## config.mk

```make
export PLATFORM = sky130hd
export DESIGN_NAME = ecc_inject_ctrl
export DESIGN_NICKNAME = d
export VERILOG_FILES = /design/src/rtl/eci_pkg.sv /design/src/rtl/eci_regs.sv /design/src/rtl/eci_fsm.sv /design/src/rtl/ecc_inject_ctrl.sv
export SDC_FILE = /design/constraint.sdc
export NUM_CORES = 1
export LEC_CHECK = 0
export ABC_AREA = 1
export ABC_CLOCK_PERIOD_IN_PS = 3200
export BUFFER_PORTS_ARGS = -buffer_cell sky130_fd_sc_hd__buf_2
export CAP_MARGIN = 20
export CORE_MARGIN = 2
export CORE_UTILIZATION = 45
export DETAILED_ROUTE_END_ITERATION = 8
export GPL_ROUTABILITY_DRIVEN = 0
export GPL_TIMING_DRIVEN = 0
export MAX_ROUTING_LAYER = met4
export PLACE_DENSITY = 0.77
export SYNTH_ARGS = -nofsm -noshare
export SYNTH_HDL_FRONTEND = slang
export SYNTH_SLANG_ARGS = --single-unit
export TNS_END_PERCENT = 30
```

## constraint.sdc

```tcl
create_clock -name clk -period 3.2 [get_ports clk]
set_clock_uncertainty 0.15 [all_clocks]
set_input_delay 0.32 -clock clk [delete_from_list [all_inputs] [get_ports clk]]
set_output_delay 0.32 -clock clk [all_outputs]
set_load 0.05 [all_outputs]
```

## src/rtl/eci_pkg.sv

```systemverilog
package eci_pkg;
  localparam int DATA_W = 64;

  typedef enum logic [2:0] {
    ST_IDLE = 3'd0,
    ST_BUSY = 3'd1,
    ST_DONE = 3'd2,
    ST_FAIL = 3'd7
  } st_e;

  localparam logic [2:0] RSN_OFF  = 3'd0;
  localparam logic [2:0] RSN_TGT  = 3'd1;
  localparam logic [2:0] RSN_MISS = 3'd2;

  // Pre-check outcome for a trigger: enable is tested before the target.
  function automatic logic precheck_ok(input logic en, input logic [1:0] tgt);
    return en && !tgt[0];
  endfunction

  function automatic logic [2:0] reject_code(input logic en);
    return en ? RSN_TGT : RSN_OFF;
  endfunction

  // Control word as software sees it; the trigger bit always reads 0.
  function automatic logic [DATA_W-1:0] pack_ctrl(input logic en, input logic [1:0] tgt,
                                                  input logic [2:0] st, input logic [2:0] rsn);
    logic [DATA_W-1:0] w;
    w = '0;
    w[0]   = en;
    w[3:2] = tgt;
    w[6:4] = st;
    w[9:7] = rsn;
    return w;
  endfunction
endpackage

```

## src/rtl/eci_regs.sv

```systemverilog
module eci_regs #(
  parameter int PA_W = 48
) (
  input  logic            clk,
  input  logic            rst_n,
  input  logic            wr_ctrl,
  input  logic            wr_addr,
  input  logic            wd_en,
  input  logic [1:0]      wd_tgt,
  input  logic [PA_W-1:0] wd_addr,
  output logic            en_q,
  output logic [1:0]      tgt_q,
  output logic [PA_W-1:0] addr_q
);
  always_ff @(posedge clk) begin
    if (!rst_n) begin
      en_q   <= 1'b0;
      tgt_q  <= 2'd0;
      addr_q <= '0;
    end else begin
      if (wr_ctrl) begin
        en_q  <= wd_en;
        tgt_q <= wd_tgt;
      end
      if (wr_addr) addr_q <= wd_addr;
    end
  end
endmodule

```

## src/rtl/eci_fsm.sv

```systemverilog
module eci_fsm
  import eci_pkg::*;
#(
  parameter int PA_W = 48
) (
  input  logic            clk,
  input  logic            rst_n,
  input  logic            trig,
  input  logic            trig_en,
  input  logic [1:0]      trig_tgt,
  input  logic [PA_W-1:0] addr_q,
  input  logic            rd_ctrl,
  output logic            inj_valid,
  input  logic            inj_ready,
  output logic [1:0]      inj_target,
  output logic [PA_W-1:0] inj_addr,
  input  logic            inj_rsp_valid,
  input  logic            inj_rsp_hit,
  output logic [2:0]      status,
  output logic [2:0]      reason
);
  st_e             st_q;
  logic [2:0]      rsn_q;
  logic            sent_q;
  logic [1:0]      snap_tgt;
  logic [PA_W-1:0] snap_addr;

  // Named events for the assertions
  logic accept_trig, req_fire, rsp_take, final_read;
  assign accept_trig = (st_q == ST_IDLE) && trig;
  assign req_fire    = inj_valid && inj_ready;
  assign rsp_take    = (st_q == ST_BUSY) && sent_q && inj_rsp_valid;
  assign final_read  = ((st_q == ST_DONE) || (st_q == ST_FAIL)) && rd_ctrl;

  always_ff @(posedge clk) begin
    if (!rst_n) begin
      st_q      <= ST_IDLE;
      rsn_q     <= RSN_OFF;
      sent_q    <= 1'b0;
      snap_tgt  <= 2'd0;
      snap_addr <= '0;
    end else begin
      unique case (st_q)
        ST_IDLE: if (trig) begin
          if (precheck_ok(trig_en, trig_tgt)) begin
            st_q      <= ST_BUSY;
            sent_q    <= 1'b0;
            snap_tgt  <= trig_tgt;
            snap_addr <= addr_q;
          end else begin
            st_q  <= ST_FAIL;
            rsn_q <= reject_code(trig_en);
          end
        end
        ST_BUSY: begin
          if (req_fire) sent_q <= 1'b1;
          if (rsp_take) begin
            st_q <= inj_rsp_hit ? ST_DONE : ST_FAIL;
            if (!inj_rsp_hit) rsn_q <= RSN_MISS;
          end
        end
        ST_DONE, ST_FAIL: if (rd_ctrl) st_q <= ST_IDLE;
        default: st_q <= ST_IDLE;
      endcase
    end
  end

  assign inj_valid  = (st_q == ST_BUSY) && !sent_q;
  assign inj_target = snap_tgt;
  assign inj_addr   = snap_addr;
  assign status     = st_q;
  assign reason     = rsn_q;

  a_r6_req_hold: assert property (@(posedge clk) disable iff (!rst_n)
    inj_valid && !inj_ready |=> inj_valid && $stable(inj_addr) && $stable(inj_target));
  a_r6_req_only_busy: assert property (@(posedge clk) disable iff (!rst_n)
    inj_valid |-> status == 3'd1);
  a_r4_off_no_req: assert property (@(posedge clk) disable iff (!rst_n)
    accept_trig && !trig_en |=> status == 3'd7 && reason == 3'd0 && !inj_valid);
  a_r5_tgt_no_req: assert property (@(posedge clk) disable iff (!rst_n)
    accept_trig && trig_en && trig_tgt[0] |=> status == 3'd7 && reason == 3'd1 && !inj_valid);
  a_r7_no_skip: assert property (@(posedge clk) disable iff (!rst_n)
    status == 3'd0 |=> status != 3'd2);
  a_r8_miss: assert property (@(posedge clk) disable iff (!rst_n)
    rsp_take && !inj_rsp_hit |=> status == 3'd7 && reason == 3'd2);
  a_r9_clear: assert property (@(posedge clk) disable iff (!rst_n)
    final_read |=> status == 3'd0);
  a_r10_hold_final: assert property (@(posedge clk) disable iff (!rst_n)
    (status == 3'd2 || status == 3'd7) && !rd_ctrl |=> $stable(status));
  a_r11_legal: assert property (@(posedge clk) disable iff (!rst_n)
    status == 3'd0 || status == 3'd1 || status == 3'd2 || status == 3'd7);
endmodule

```

## src/rtl/ecc_inject_ctrl.sv

```systemverilog
module ecc_inject_ctrl
  import eci_pkg::*;
#(
  parameter int PA_W  = 48,
  parameter int OFS_W = 4
) (
  input  logic              clk,
  input  logic              rst_n,
  input  logic              bus_valid,
  input  logic              bus_write,
  input  logic [OFS_W-1:0]  bus_offset,
  input  logic [DATA_W-1:0] bus_wdata,
  output logic [DATA_W-1:0] bus_rdata,
  output logic              chk_enable,
  output logic              inj_valid,
  input  logic              inj_ready,
  output logic [1:0]        inj_target,
  output logic [PA_W-1:0]   inj_addr,
  input  logic              inj_rsp_valid,
  input  logic              inj_rsp_hit
);
  localparam logic [OFS_W-1:0] OFS_CTRL = OFS_W'(0);
  localparam logic [OFS_W-1:0] OFS_ADDR = OFS_W'(8);

  logic sel_ctrl, sel_addr, wr_ctrl, wr_addr, rd_ctrl, trig;
  assign sel_ctrl = bus_offset == OFS_CTRL;
  assign sel_addr = bus_offset == OFS_ADDR;
  assign wr_ctrl  = bus_valid && bus_write && sel_ctrl;
  assign wr_addr  = bus_valid && bus_write && sel_addr;
  assign rd_ctrl  = bus_valid && !bus_write && sel_ctrl;
  assign trig     = wr_ctrl && bus_wdata[1];

  logic            en_q;
  logic [1:0]      tgt_q;
  logic [PA_W-1:0] addr_q;
  logic [2:0]      status, reason;

  eci_regs #(.PA_W(PA_W)) u_regs (
    .clk(clk), .rst_n(rst_n), .wr_ctrl(wr_ctrl), .wr_addr(wr_addr),
    .wd_en(bus_wdata[0]), .wd_tgt(bus_wdata[3:2]), .wd_addr(bus_wdata[PA_W-1:0]),
    .en_q(en_q), .tgt_q(tgt_q), .addr_q(addr_q)
  );

  eci_fsm #(.PA_W(PA_W)) u_fsm (
    .clk(clk), .rst_n(rst_n), .trig(trig), .trig_en(bus_wdata[0]),
    .trig_tgt(bus_wdata[3:2]), .addr_q(addr_q), .rd_ctrl(rd_ctrl),
    .inj_valid(inj_valid), .inj_ready(inj_ready), .inj_target(inj_target),
    .inj_addr(inj_addr), .inj_rsp_valid(inj_rsp_valid), .inj_rsp_hit(inj_rsp_hit),
    .status(status), .reason(reason)
  );

  always_comb begin
    bus_rdata = '0;
    if (sel_ctrl)      bus_rdata = pack_ctrl(en_q, tgt_q, status, reason);
    else if (sel_addr) bus_rdata = {{(DATA_W-PA_W){1'b0}}, addr_q};
  end

  assign chk_enable = en_q;

  a_r2_enable_follows: assert property (@(posedge clk) disable iff (!rst_n)
    wr_ctrl |=> chk_enable == $past(bus_wdata[0]));
  a_r3_trigger_reads_zero: assert property (@(posedge clk) disable iff (!rst_n)
    sel_ctrl |-> bus_rdata[1] == 1'b0);
endmodule

```

# Yosys cells after proc, flatten, opt, wreduce, memory -nomap -nowiden
# Index checks and enable logic that the tools add are counted.
# op_classes
n_eq_ne	11
muxes	18
reduce_logical	22
# ops
op	count
two-way mux 48 bit	2
two-way mux 3 bit	9
logical AND 1 bit	11
!= test 2 bit (second input constant)	5
case mux 3 bit (3 select lines)	1
case mux 3 bit (2 select lines)	1
AND reduction 3 bit	2
AND reduction 5 bit	1
== test 4 bit (second input constant)	1
zero test 4 bit	1
two-way mux 1 bit	4
!= test 2 x 1 -> 1 bit (second input constant)	2
AND reduction 4 bit	1
== test 3 x 1 -> 1 bit (second input constant)	1
== test 3 x 2 -> 1 bit (second input constant)	1
== test 3 bit (second input constant)	1
zero test 1 bit	3
zero test 3 bit	1
case mux 1 bit (2 select lines)	1
nonzero test 2 bit	1
OR reduction 2 bit	1
# word_totals
regBits	108

# Logic depth before layout (Yosys ltp)
# depth
word_depth	5
ltp_mapped	9
mapped_depth_nobuf	9

# Hierarchy
# Synthesis repeated with hierarchy kept, for this count alone.
# unflattened
cells_unflattened	742
hier_area_um2	4875.9
# by_module_without_submodules
mod	n_inst	cells_each	area_per_inst_um2	seq_area_each_um2
eci_fsm	1	276	2098.3	1121.1
eci_regs	1	323	2094.5	1021.0
ecc_inject_ctrl	1	143	683.2	0.0

# Worst setup path before layout
# Ideal clock, no wire load.
# synth_path
path_type	input to output
start	input bus_offset[1]
end	output bus_rdata[7]
arrival_time_ps	1903
t_required_ps	2730
path_slack_ps	827
path_stages	4
n_path_buf	1
cell_sequence	nor2_4 -> nand3b_2 -> buf_2 -> o21ai_0
# synth_via
elab_chain_cells	3
elab_cells_between_ends	4
cone_classes	eq/ne (1); mux (2); reduce/logical (1)
# synth_rtl
element	line_no	rtl
start: declaration	ecc_inject_ctrl.sv:11	input logic [OFS_W-1:0] bus_offset,
== test 4 bit	ecc_inject_ctrl.sv:27	assign sel_addr = bus_offset == OFS_ADDR;
two-way mux 48 bit	ecc_inject_ctrl.sv:55	else if (sel_addr) bus_rdata = {{(DATA_W-PA_W){1'b0}}, addr_q};
two-way mux 48 bit *	ecc_inject_ctrl.sv:54	if (sel_ctrl) bus_rdata = pack_ctrl(en_q, tgt_q, status, reason);
end: declaration	ecc_inject_ctrl.sv:13	output logic [DATA_W-1:0] bus_rdata,
# Mark *: on every way between the ends. The rest lies on a longest branch, timed or not.

# Worst setup path after layout
# layout_path
start	input bus_offset[1]
end	output bus_rdata[29]
# The elaborated chain is that of the path after synthesis.

==> reports/qor.csv <==
stage,metric,value,unit
logic_synthesis,"area leader, netlist",dfxtp_1,
global_route,GRT overflow,0,
logic_synthesis,top post-synthesis cells by area,"dfxtp_1 (49%), nor2_1 (14%), a21oi_1 (6.3%)",
worst_setup_path,critical path buffer and inverter count,4,
routing,Routed Antenna Nets,0,
timing,final setup margin,0.971,ns
logic_synthesis,YS warnings,0,
timing,fmax,449,MHz
logic_synthesis,Post-synth EDFFs,0,
worst_setup_path,CP Launch Type,input pin,
logic_synthesis,Post-Syn Instances,587,
place,Post-DP HPWL,8.73,mm
clocking,setup bufs post-CTS,0,
global_route,initial antenna violation count,0,
worst_setup_path,r2r setup slk,1.51,ns
worst_setup_path,crit path DAT,1.76,ns
clocking,"Clk pin slew, worst setup/hold paths",0.11,ns
layout,# fillers,894,
logic_synthesis,"FFs w/ async S/R, synth",0,%
global_route,first-pass GRT wire length,17.3,mm
worst_setup_path,critical-path cell list,"buf_2, nor2_4, nand3b_2, buf_2, buf_1, nor2_1, buf_2",
place,Placement Setup Slack,0.994,ns
clocking,htree depth,3,
floorplan,I/O pin count,191,
layout,area delta synth->final,27.8,%
place,PortBufs,157,
worst_setup_path,critical path type,in -> out,
power,power per standard cell area,486,mW/mm^2
clocking,Clock Tree Root,clkbuf_8,
clocking,clk buf depth,2,
timing,Final Hold Vio Count,0,
floorplan,Die Ht,102,um
logic_synthesis,mapped cell area,0.00437,sq mm
timing,Final setup viols,0,
worst_setup_path,worst-path maximum fanout,10,
logic_synthesis,Synth Area per Inst,7.44,sq um
worst_setup_path,CP top delay family,buffers and inverters,
timing,fin crit period,2.23,ns
floorplan,Core Region,0.00933,sq mm
worst_setup_path,Critical Path RT,2.73,ns
routing,metal2 WL,5.73,mm
floorplan,Initial Util,46.8,%
routing,# DRC,0,
routing,Vias,4343,
logic_synthesis,synth cell count leaders,"nor2_1 (159), dfxtp_1 (107), inv_1 (64)",
timing,normalized max-slew margin,61.0,%
job,MaxCap Viol Count,0,
worst_setup_path,endpoint class of the critical path,output pin,
timing,Tcrit/Tclk final,69.7,%
floorplan,Die X,102,um
routing,DRT Pass-1 Iters,5,
routing,met1 wire length,4.92,mm
floorplan,die area,0.0105,sq mm
logic_synthesis,"Primary FF master, synth",dfxtp_1,
timing,setup TNS,0,ns
routing,max layer used,met4,
clocking,CTS tree,built,
logic_synthesis,Cell variety after synth,23,
logic_synthesis,most numerous cell in the Yosys netlist,nor2_1,
power,Max rail drop VDD,0.242,mV
clocking,cts hold-fix bufs,0,
global_route,largest net degree at the start of global routing,19,
worst_setup_path,Slowest cell on crit path,buf_2,
routing,Starting DRT DRC Count,136,
routing,WL met3,762,um
clocking,CTS resizes,0,
floorplan,row count,35,
global_route,vias in the first global route,3877,
worst_hold_path,Worst Hold Class,in -> reg,
logic_synthesis,top cell type's share of synthesized area,49.1,%
worst_setup_path,Most Frequent Cell on Critical Path,buf_2,
timing,setup repair after global routing missed its margin,no,
clocking,Num CTS Buffers,9,
layout,final net count,845,
logic_synthesis,Yosys reg bits,107,
timing,Final Max Tran Viols,0,
logic_synthesis,sequential area share after synthesis,49.1,%
global_route,Tot GR Track Use,21.7,%
timing,worst hold slack,0.0596,ns
clocking,clock sinks,107,
timing,Worst Max-Slew Pin Slew,0.585,ns
routing,DRT Wirelength,11.6,mm
routing,drt wl/cell,12.8,um
run_status,status,completed,
routing,Via-to-Cell Ratio,4.80,
layout,layout cell share with drive strength beyond 1,28.0,%
layout,antenna cells,0,
worst_setup_path,Worst path max stage delay,0.28,ns
power,Leakage,0.00257,uW
clocking,clock network latency to the later pin of the worst-skew pair,0.36,ns
==> layer usage <==
metal	track usage, %	vias to the layer above
met3	3.25	14
li1	-	2196
met5	-	-
met2	37.3	160
met4	7.90	0
met1	25.7	1973
==> final timing paths <==
check / from / end / depth (start not counted)
setup / recovery: bus_offset[1] / bus_rdata[29] / 7
hold reg to reg: u_fsm.inj_target[0]$_SDFFE_PN0P_ / u_fsm.inj_target[0]$_SDFFE_PN0P_ / 2
hold / removal: bus_wdata[40] / u_regs.addr_q[40]$_SDFFE_PN0P_ / 3
setup reg to reg: u_fsm.status[0]$_SDFFE_PN0P_ / u_fsm.inj_addr[0]$_SDFFE_PN0P_ / 8
==> power breakdown <==
group | leakage, uW | switching (uW) | internal (uW)
sequential | 0.000864 | 26.8 | 1370
clock | 0.000105 | 480 | 392
combinational | 0.00160 | 302 | 141
==> worst register-to-register path: stages (launching register included) <==
cell      delay (ns)
dfxtp_1         0.43
inv_1           0.12
nand2_1         0.13
nor2_1          0.06
nand2_2         0.16
clkinv_2        0.19
buf_6           0.19
nor2_1          0.10
nor2_1          0.06
==> per-stage QoR <==
| step | power [uW] | util [%] | cells | area, sq um |
|---|---|---|---|---|
| final | 2710 | 59.8 | 904 | 5580 |
| after CTS | 2710 | 59.8 | 904 | 5580 |
| after global routing | 2830 | 59.8 | 904 | 5580 |
| after global placement | 1840 | 57.6 | 888 | 5370 |
| after detailed placement | 1860 | 57.6 | 888 | 5370 |
| after floorplan | 1750 | - | 602 | 4420 |
==> sequential cells by signal, indices dropped and copies added (netlist names) <==
| register | count |
|---|---|
| u_fsm.inj_addr | 48 |
| u_regs.addr_q | 48 |
| u_fsm.status | 3 |
| u_fsm.inj_target | 2 |
| u_fsm.reason | 2 |
| u_regs.tgt_q | 2 |
| u_fsm.sent_q | 1 |
| u_regs.en_q | 1 |
==> cells by family after synthesis <==
family	synth area share (%)
AOI/OAI and AO/OA	19.0
other	0.0859
and+or+nand+nor	18.2
DFF	49.1
buffers and inverters	13.7
==> layout by cell type, fill, tap and decap left out, types with 2 or more instances in the layout <==
| master | n |
|---|---|
| o21ai_1 | 51 |
| nand3_1 | 7 |
| buf_1 | 4 |
| dfxtp_1 | 107 |
| clkbuf_8 | 10 |
| o22ai_1 | 6 |
| inv_1 | 64 |
| buf_4 | 18 |
| nor2_4 | 3 |
| clkinv_2 | 2 |
| conb_1 | 16 |
| nor2_1 | 159 |
| o21ai_0 | 52 |
| nand4_1 | 3 |
| a21oi_1 | 55 |
| buf_2 | 162 |
| clkbuf_2 | 3 |
| nand2_1 | 22 |
| clkbuf_1 | 12 |
| buf_6 | 10 |
==> area by class of cell <==
class                   instances  area (sq um)  area share (%)
plain buffers                  52           348            6.24
clock buffers                  10           138            2.47
clock inverters                 6          71.3            1.28
inverters                      66           249            4.46
multi-input cells             377          1680            30.2
flip-flops and latches        107          2140            38.4
well taps                     129           161            2.89
repair buffers                157           786            14.1
No activity file was read; power rests on OpenSTA's default activity.
